**config.mk**
```make
export PLATFORM = sky130hd
export DESIGN_NAME = fpm_dram_ctrl
export DESIGN_NICKNAME = d
export VERILOG_FILES = /design/src/rtl/fpm_dram_pkg.sv /design/src/rtl/fpm_refresh_timer.sv /design/src/rtl/fpm_step_counter.sv /design/src/rtl/fpm_page_tracker.sv /design/src/rtl/fpm_dram_ctrl.sv
export SDC_FILE = /design/constraint.sdc
export NUM_CORES = 1
export LEC_CHECK = 0
export ABC_AREA = 1
export BUFFER_PORTS_ARGS = -buffer_cell sky130_fd_sc_hd__buf_4
export CAP_MARGIN = 30
export CORE_MARGIN = 5
export CORE_UTILIZATION = 45
export CTS_CLUSTER_DIAMETER = 120
export DETAILED_ROUTE_END_ITERATION = 10
export PLACE_DENSITY = 0.8
export SLEW_MARGIN = 20
export SYNTH_ARGS = -nofsm -noshare
export SYNTH_HDL_FRONTEND = slang
export SYNTH_SLANG_ARGS = --single-unit
```
**constraint.sdc**
```tcl
create_clock -name clk -period 2.34 [get_ports clk]
set_clock_uncertainty 0.1 [all_clocks]
set_input_delay 0 -clock clk [delete_from_list [all_inputs] [get_ports clk]]
set_output_delay 0 -clock clk [all_outputs]
set_load 0.05 [all_outputs]
```
**src/rtl/fpm_dram_pkg.sv**
```systemverilog
package fpm_dram_pkg;
  typedef enum logic [3:0] {
    ST_IDLE,
    ST_PRE,
    ST_ROW,
    ST_COL,
    ST_CAS,
    ST_DONE,
    ST_RF_PRE,
    ST_RF_CAS,
    ST_RF_RAS,
    ST_RF_END
  } fpm_state_e;
endpackage

```
**src/rtl/fpm_refresh_timer.sv**
```systemverilog
module fpm_refresh_timer #(
  parameter int INTERVAL = 780
) (
  input  logic clk,
  input  logic rst,
  input  logic take,
  output logic pending
);
  localparam int TW = $clog2(INTERVAL);
  logic [TW-1:0] cnt;

  always_ff @(posedge clk) begin
    if (rst) begin
      cnt     <= TW'(INTERVAL - 1);
      pending <= 1'b0;
    end else if (cnt == '0) begin
      cnt     <= TW'(INTERVAL - 1);
      pending <= 1'b1;
    end else begin
      cnt <= cnt - 1'b1;
      if (take) pending <= 1'b0;
    end
  end
endmodule

```
**src/rtl/fpm_step_counter.sv**
```systemverilog
module fpm_step_counter #(
  parameter int W = 4
) (
  input  logic         clk,
  input  logic         rst,
  input  logic         load,
  input  logic [W-1:0] load_val,
  output logic         zero
);
  logic [W-1:0] cnt;

  always_ff @(posedge clk) begin
    if (rst)              cnt <= '0;
    else if (load)        cnt <= load_val;
    else if (cnt != '0)   cnt <= cnt - 1'b1;
  end

  assign zero = (cnt == '0);
endmodule

```
**src/rtl/fpm_page_tracker.sv**
```systemverilog
module fpm_page_tracker #(
  parameter int ROW_BITS = 10
) (
  input  logic                clk,
  input  logic                rst,
  input  logic                load,
  input  logic                invalidate,
  input  logic [ROW_BITS-1:0] row_in,
  output logic                open,
  output logic                hit
);
  logic [ROW_BITS-1:0] row_q;

  always_ff @(posedge clk) begin
    if (rst) begin
      open  <= 1'b0;
      row_q <= '0;
    end else if (invalidate) begin
      open <= 1'b0;
    end else if (load) begin
      open  <= 1'b1;
      row_q <= row_in;
    end
  end

  assign hit = open && (row_q == row_in);
endmodule

```
**src/rtl/fpm_dram_ctrl.sv**
```systemverilog
module fpm_dram_ctrl
  import fpm_dram_pkg::*;
#(
  parameter int DATA_W           = 32,
  parameter int ROW_BITS         = 10,
  parameter int COL_BITS         = 8,
  parameter int T_RP             = 2,
  parameter int T_RCD            = 2,
  parameter int T_CAS            = 2,
  parameter int T_RFSH           = 4,
  parameter int REFRESH_INTERVAL = 780
) (
  input  logic                                           clk,
  input  logic                                           rst,
  input  logic                                           req_valid,
  output logic                                           req_ready,
  input  logic                                           req_write,
  input  logic [ROW_BITS+COL_BITS-1:0]                   req_addr,
  input  logic [DATA_W-1:0]                              req_wdata,
  input  logic [DATA_W/8-1:0]                            req_be,
  output logic [DATA_W-1:0]                              rsp_rdata,
  output logic [(ROW_BITS>COL_BITS?ROW_BITS:COL_BITS)-1:0] dram_addr,
  output logic                                           dram_ras_n,
  output logic [DATA_W/8-1:0]                            dram_cas_n,
  output logic                                           dram_we_n,
  output logic [DATA_W-1:0]                              dram_dq_out,
  output logic                                           dram_dq_oe,
  input  logic [DATA_W-1:0]                              dram_dq_in
);
  localparam int LANES = DATA_W / 8;
  localparam int DA_W  = (ROW_BITS > COL_BITS) ? ROW_BITS : COL_BITS;
  localparam int CW    = $clog2(T_RP + T_RCD + T_CAS + T_RFSH + 1);

  fpm_state_e state, nstate;
  logic rf_pending, step_zero, page_open, page_hit;
  logic [ROW_BITS-1:0] req_row;
  logic [COL_BITS-1:0] req_col;
  logic [DATA_W-1:0]   rdata_q;

  assign req_row = req_addr[ROW_BITS+COL_BITS-1:COL_BITS];
  assign req_col = req_addr[COL_BITS-1:0];

  function automatic logic [CW-1:0] span(fpm_state_e s);
    case (s)
      ST_PRE, ST_RF_PRE, ST_RF_END: span = CW'(T_RP - 1);
      ST_ROW:                       span = CW'(T_RCD - 1);
      ST_CAS:                       span = CW'(T_CAS - 1);
      ST_RF_RAS:                    span = CW'(T_RFSH - 1);
      default:                      span = '0;
    endcase
  endfunction

  always_comb begin
    nstate = state;
    case (state)
      ST_IDLE: begin
        if (rf_pending)     nstate = ST_RF_PRE;
        else if (req_valid) nstate = page_hit ? ST_COL : (page_open ? ST_PRE : ST_ROW);
      end
      ST_PRE:    if (step_zero) nstate = ST_ROW;
      ST_ROW:    if (step_zero) nstate = ST_COL;
      ST_COL:    nstate = ST_CAS;
      ST_CAS:    if (step_zero) nstate = ST_DONE;
      ST_DONE:   nstate = ST_IDLE;
      ST_RF_PRE: if (step_zero) nstate = ST_RF_CAS;
      ST_RF_CAS: nstate = ST_RF_RAS;
      ST_RF_RAS: if (step_zero) nstate = ST_RF_END;
      ST_RF_END: if (step_zero) nstate = ST_IDLE;
      default:   nstate = ST_IDLE;
    endcase
  end

  always_ff @(posedge clk) begin
    if (rst) state <= ST_IDLE;
    else     state <= nstate;
  end

  always_ff @(posedge clk) begin
    if (rst)                            rdata_q <= '0;
    else if (state == ST_CAS && step_zero) rdata_q <= dram_dq_in;
  end

  fpm_step_counter #(.W(CW)) u_step (
    .clk(clk), .rst(rst),
    .load(nstate != state), .load_val(span(nstate)),
    .zero(step_zero)
  );

  fpm_refresh_timer #(.INTERVAL(REFRESH_INTERVAL)) u_rtmr (
    .clk(clk), .rst(rst),
    .take(state == ST_IDLE && nstate == ST_RF_PRE),
    .pending(rf_pending)
  );

  fpm_page_tracker #(.ROW_BITS(ROW_BITS)) u_page (
    .clk(clk), .rst(rst),
    .load(state != ST_ROW && nstate == ST_ROW),
    .invalidate(state == ST_IDLE && (nstate == ST_PRE || nstate == ST_RF_PRE)),
    .row_in(req_row),
    .open(page_open), .hit(page_hit)
  );

  logic col_phase, cas_phase, rf_strobe;
  assign col_phase = (state == ST_COL) || (state == ST_CAS);
  assign cas_phase = (state == ST_CAS);
  assign rf_strobe = (state == ST_RF_CAS) || (state == ST_RF_RAS);

  for (genvar l = 0; l < LANES; l++) begin : g_lane
    assign dram_cas_n[l] = !(rf_strobe || (cas_phase && (!req_write || req_be[l])));
  end

  assign dram_ras_n  = !(page_open || state == ST_RF_RAS);
  assign dram_we_n   = !(req_write && col_phase);
  assign dram_dq_oe  = req_write && col_phase;
  assign dram_dq_out = req_wdata;
  assign dram_addr   = col_phase ? DA_W'(req_col) : DA_W'(req_row);
  assign req_ready   = (state == ST_DONE);
  assign rsp_rdata   = rdata_q;
endmodule

```
==> impl_metrics.yaml, run 1 <==
min_path:
  min_to: "u_page.open"
  hold_path.class: "in2reg"
  hold_depth: 5
  hold_path.startpoint: "req_valid"
timing:
  tightest_slew_ns: 0.697
  drv_slew: 0
  fin_ws_ns: 0.331
  setup_viol: 0
  finalHoldViolCount: 0
  hold_slack_ns: 0.0886
  fin_tns_setup_ns: 0
  rsz0062_at_grt: "false"
  relSlewSlack: 0.535
  fmax_mhz: 498
  min_period_ns: 2.01
  fin_crit_sh: 0.859
global_route:
  grt_overflow: 0
  antenna_found_initial: 0
  first_global_vias: 3380
  grt_use_total: 0.220
  grt_max_degree: 33
  grt_first_pass_wirelength_um: 15600
run:
  maxCapViolCount: 0
synthesis:
  synth_edf_count: 0
  ys.flop_type: "dfxtp_1"
  ys_top_cells_by_count: "nor2_1, nand2_1, dfxtp_1, o21ai_0, inv_1"
  synthCells: 463
  yosysWarnings: 0
  syn-cell-area_mm2: 0.00321
  ys_ff_latch: 62
  async_flop_share: 0
  synth_most_common_cell: "nor2_1"
  ys_seq_area_frac: 0.387
  yosys-top-cells-area: "dfxtp_1, nor2_1, nand2_1"
  yosysTopAreaCellShare: 0.387
  synth_largest_area_cell: "dfxtp_1"
  syn-num-nets: 555
  synth_cell_types: 33
  avgSynthCellArea_um2: 6.93
worst_setup_path:
  critPathMaxFanout: 12
  cp_data_arrival_time_ns: 1.91
  worstPathRequired_ns: 2.24
  startpoint_type: "flop"
  cp_top_family: "buffers and inverters"
  reg2regPathDepth: 13
  r2r_slack_ns: 0.34
  setup.worst_path.end_class: "output pin"
  crit_chain: "inv_2 -> nor2_2 -> nand2_2 -> nand2_1 -> buf_4 -> nand2_1 -> o21ai_0 -> buf_4"
  slowest_stage: "dfxtp_1"
  reg2reg_from: "u_step.cnt[0]"
  criticalPathCategory: "reg2out"
  r2r_end: "u_step.cnt[0]"
  cpPeakStageDelay_ns: 0.40
  crit_buf_inv: 3
floorplanning:
  die_y_um: 94.5
  start_util: 0.467
  row_count: 30
  die_x_um: 94.5
  ioPinCount: 172
  dieArea_mm2: 0.00892
  coreArea_mm2: 0.00687
pwr:
  p_switching_mw: 2.10
  vdd_drop_max_uv: 548
  power_mw: 4.69
  p_seq_frac: 0.290
  p_clk_frac: 0.220
  p_per_area_mw_per_mm2: 971
  p_sw_frac: 0.448
  leakagePower_nw: 2.32
  internal_power_mw: 2.59
  p_comb_frac: 0.490
clock_tree:
  root_buffer: "clkbuf_8"
  clock_latency_ns: 0.34
  cts_setup_buffers: 0
  ctsHoldBuffers: 75
  clkSinkCount: 62
  cts_tree: "done"
  h-tree-depth: 3
  cts_buffers: 9
  clkTransAtPathRegs_ns: 0.07
  clockBufferDepth: 2
  ctsResizeCount: 0
detailed_routing:
  drt-pass1-iter-count: 4
  wl_met2_um: 5100
  wirelength_um: 10200
  ant_nets: 0
  wl_met1_um: 3890
  via_per_inst: 4.92
  drc: 0
  wl_per_cell_um: 14.2
  drt-initial-drc-count: 180
  wl_met3_um: 930
  highest_layer: "met4"
  dr_total_vias: 3520
place:
  pre_cts_slack_ns: 0.344
  port_buffers: 107
  gp_congestion: 0.901
  dp_hpwl_um: 6160
  post_dp_cell_area_mm2: 0.00384
final_layout:
  nFillCells: 500
  drive_above_1_share: 0.249
  area_growth_pct: 50.4
  final_nets: 706
  final_area_mm2: 0.00483
run_status:
  outcome: "finished, final reports clean"
==> state kept, by name, summed over array words and instances, names as in the netlist <==
| name | count |
|---|---|
| u_rtmr.pending | 1 |
| u_rtmr.cnt | 10 |
| rsp_rdata | 32 |
| u_page.open | 1 |
| u_page.row_q | 10 |
| state | 4 |
| u_step.cnt | 4 |
==> through the flow <==
step	utilization	instances
global route	0.702	715
global placement	0.560	623
detailed placement	0.560	623
floorplan	-	463
finish	0.703	716
CTS	0.700	714
==> layer usage <==
layer  track usage  up-vias
met1         0.231     1604
met4         0.102        0
li1              -     1733
met5             0        -
met2         0.402      158
met3        0.0645       25
==> layout make-up <==
class / instances / area, um^2 / share of cell area
clock inverter: 6 / 86.3 / 0.0179
multi-input combinational: 313 / 1500 / 0.311
tap: 96 / 120 / 0.0249
clock buffer: 10 / 128 / 0.0264
inverter: 42 / 158 / 0.0327
antenna: 1 / 2.50 / 0.000518
timing repair buffer: 186 / 1590 / 0.330
sequential: 62 / 1240 / 0.257
==> power by group through the flow <==
stage | clock network [mW] | registers (mW) | logic [mW]
6_report | 1.03 | 1.36 | 2.30
3_5_place_dp | 0 | 1.37 | 2.06
4_1_cts | 1.03 | 1.35 | 2.28
5_1_grt | 1.09 | 1.38 | 2.52
3_3_place_gp | 0 | 1.36 | 2.00
2_1_floorplan | 0 | 1.54 | 1.57
==> kinds of logic (layout without fill, tap and decap cells) <==
logic type,count (synthesis),in the layout,synth area share
adders and majority gates,2,2,0.00779
DFF,62,62,0.387
other,0,1,0
buffers and inverters,88,244,0.146
AOI/OAI and AO/OA,61,61,0.104
xor gates and xnor gates,10,10,0.0273
and+or+nand+nor,240,240,0.328
==> placed cells by master, fill, tap and decap left out <==
cell type      synthesis  layout
a21oi_1               14      14
a21oi_2                1       1
a21oi_4                1       1
a31oi_1                1       1
a41oi_2                1       1
and3_4                 1       1
buf_4                 32     110
buf_8                  1       1
bufinv_16              0       2
clkbuf_1              12       1
clkbuf_8               0       9
clkinv_2               0       2
clkinv_4               0       1
clkinvlp_4             0       1
dfxtp_1               62      62
diode_2                0       1
dlygate4sd3_1          0      75
ha_1                   2       2
inv_1                 39      39
inv_2                  3       3
nand2_1               77      77
nand2_2                6       6
nand2_4                1       1
nand3_1               16      16
nand3_2                1       1
nand3_4                1       1
nand3b_1               1       1
nand4_1               11      11
nor2_1               110     110
nor2_2                 7       7
nor2_4                 3       3
nor3_1                 2       2
nor4_1                 1       1
o21ai_0               41      41
o21ai_1                1       1
o31ai_1                1       1
or2_2                  2       2
xnor2_1                7       7
xor2_1                 3       3
==> worst reg2reg max path: cells and delay by family, from the launching register on <==
| family | cells | cell delay, ns |
|---|---|---|
| simple gates | 7 | 0.93 |
| flops | 1 | 0.33 |
| fa+ha+maj | 1 | 0.23 |
| buf+inv | 4 | 0.29 |
| compound gates | 1 | 0.07 |
==> how the worst max path moves through the flow <==
stage	cells past startpoint	from	end	slack, ns
after floorplan	7	state[2]	dram_we_n	0.13
after global placement	7	u_step.cnt[0]	rsp_rdata[28]	0.43
after detailed placement	13	u_step.cnt[0]	u_step.cnt[0]	0.34
after CTS	13	u_step.cnt[0]	u_step.cnt[0]	0.33
after global routing	8	state[2]	dram_addr[5]	0.12
final	8	state[2]	dram_addr[2]	0.33
Note: power is estimated with default switching activity, not from simulation.
==> inputs of run 2 (changes only) <==
- clock period: 2.34 -> 2.3 ns (I/O delays scaled with it)
==> impl_metrics.yaml, run 2 (synthesized netlist as in run 1, its figures left out) <==
run_status:
  outcome: "finished, final reports clean"
min_path:
  hold_path.startpoint: "req_valid"
  hold_path.class: "in2reg"
  min_to: "u_page.open"
  hold_depth: 5
final_layout:
  final_cell_mix: "nor2_1, buf_4, nand2_1"
  finish.utilization: 0.702
  area_growth_pct: 50.3
  drive_above_1_share: 0.249
  largest_reg_flops: 32
  final_nets: 706
  diodes: 0
clock_tree:
  root_buffer: "clkbuf_8"
  ctsResizeCount: 0
  cts_buffers: 9
  clkTransAtPathRegs_ns: 0.07
  h-tree-depth: 3
  clockBufferDepth: 2
  ctsHoldBuffers: 75
  cts_setup_buffers: 0
  clock_latency_ns: 0.34
  cts_tree: "done"
  clkSinkCount: 62
pwr:
  power_mw: 4.76
  vdd_drop_max_uv: 565
  p_per_area_mw_per_mm2: 987
  leakagePower_nw: 2.32
detailed_routing:
  dr_total_vias: 3491
  drt-initial-drc-count: 333
  wirelength_um: 10200
  drc: 0
  via_per_inst: 4.88
  ant_nets: 0
  drt-pass1-iter-count: 5
  wl_per_cell_um: 14.2
floorplanning:
  start_util: 0.467
  die_y_um: 94.5
  row_count: 30
  dieArea_mm2: 0.00892
  ioPinCount: 172
  coreArea_mm2: 0.00687
  die_x_um: 94.5
timing:
  relSlewSlack: 0.532
  finalHoldViolCount: 0
  min_period_ns: 2.00
  fmax_mhz: 499
  rsz0062_at_grt: "false"
  drv_slew: 0
  setup_viol: 0
  tightest_slew_ns: 0.702
  fin_crit_sh: 0.870
  fin_tns_setup_ns: 0
worst_setup_path:
  reg2regPathDepth: 11
  r2r_end: "u_page.row_q[1]"
  crit_chain: "nor2_4 -> nand2_2 -> inv_2 -> nand2_2 -> and3_4 -> nand2_4 -> a21oi_4 -> nand3_4 -> nand2_1 -> nand2_1 -> nor2_1"
  criticalPathCategory: "reg2reg"
  cp_data_arrival_time_ns: 2.18
  cpPeakStageDelay_ns: 0.53
  slowest_stage: "dfxtp_1"
  critPathMaxFanout: 15
  r2r_slack_ns: 0.30
  setup.worst_path.end_class: "flop"
  reg2reg_from: "state[0]"
  startpoint_type: "flop"
  worstPathRequired_ns: 2.47
global_route:
  antenna_found_initial: 0
  grt_use_total: 0.224
  grt_first_pass_wirelength_um: 15700
  grt_max_degree: 33
  grt_overflow: 0
  first_global_vias: 3277
place:
  dp_hpwl_um: 6140
  port_buffers: 107
  gp_congestion: 0.901
run:
  maxCapViolCount: 0
run 2: area by class of cell:
cell class	count	area [um^2]
clock buffer	10	128
clock inverter	6	86.3
fill	479	2040
inverter	42	158
multi-input combinational	313	1500
sequential	62	1240
tap	96	120
timing repair buffer	186	1590
run 2: worst max-delay path: cells and delay by family (launching register included):
kind | cells | cell delay, ns
compound gates | 1 | 0.21
buf+inv | 1 | 0.04
flops | 1 | 0.53
simple gates | 9 | 1.05
run 2: report_power, final:
group	switching [mW]	internal (mW)	total, mW
Clock	0.437	0.609	1.05
Sequential	0.128	1.25	1.38
Combinational	1.57	0.771	2.34
run 2: worst max path at each step:
stage                   from               to  cells past startpoint
2_1_floorplan       state[2]        dram_we_n                      7
3_3_place_gp   u_step.cnt[0]    rsp_rdata[28]                      7
3_5_place_dp   u_step.cnt[0]    rsp_rdata[16]                      7
4_1_cts        u_step.cnt[0]    rsp_rdata[16]                      7
5_1_grt             state[2]     dram_addr[5]                      8
6_report            state[0]  u_page.row_q[1]                     11
run 2: routing by layer:
layer | share of wire | track usage | vias up
met5 | 0 | 0 | -
met4 | 0.024 | 0.0865 | 0
met3 | 0.10 | 0.0813 | 27
met2 | 0.50 | 0.401 | 170
met1 | 0.38 | 0.239 | 1564
li1 | - | - | 1730
run 2: per-stage QoR:
step / setup WS (ns) / std cells / area, um^2 / hold slack [ns]
finish: 0.298 / 715 / 4820 / 0.0915
detailed placement: 0.290 / 623 / 3840 / -0.0997
global route: 0.0821 / 715 / 4820 / 0.132
CTS: 0.288 / 714 / 4810 / 0.0780
floorplan: 0.0919 / 463 / 3210 / -0.0309
global placement: 0.386 / 623 / 3840 / -0.0997
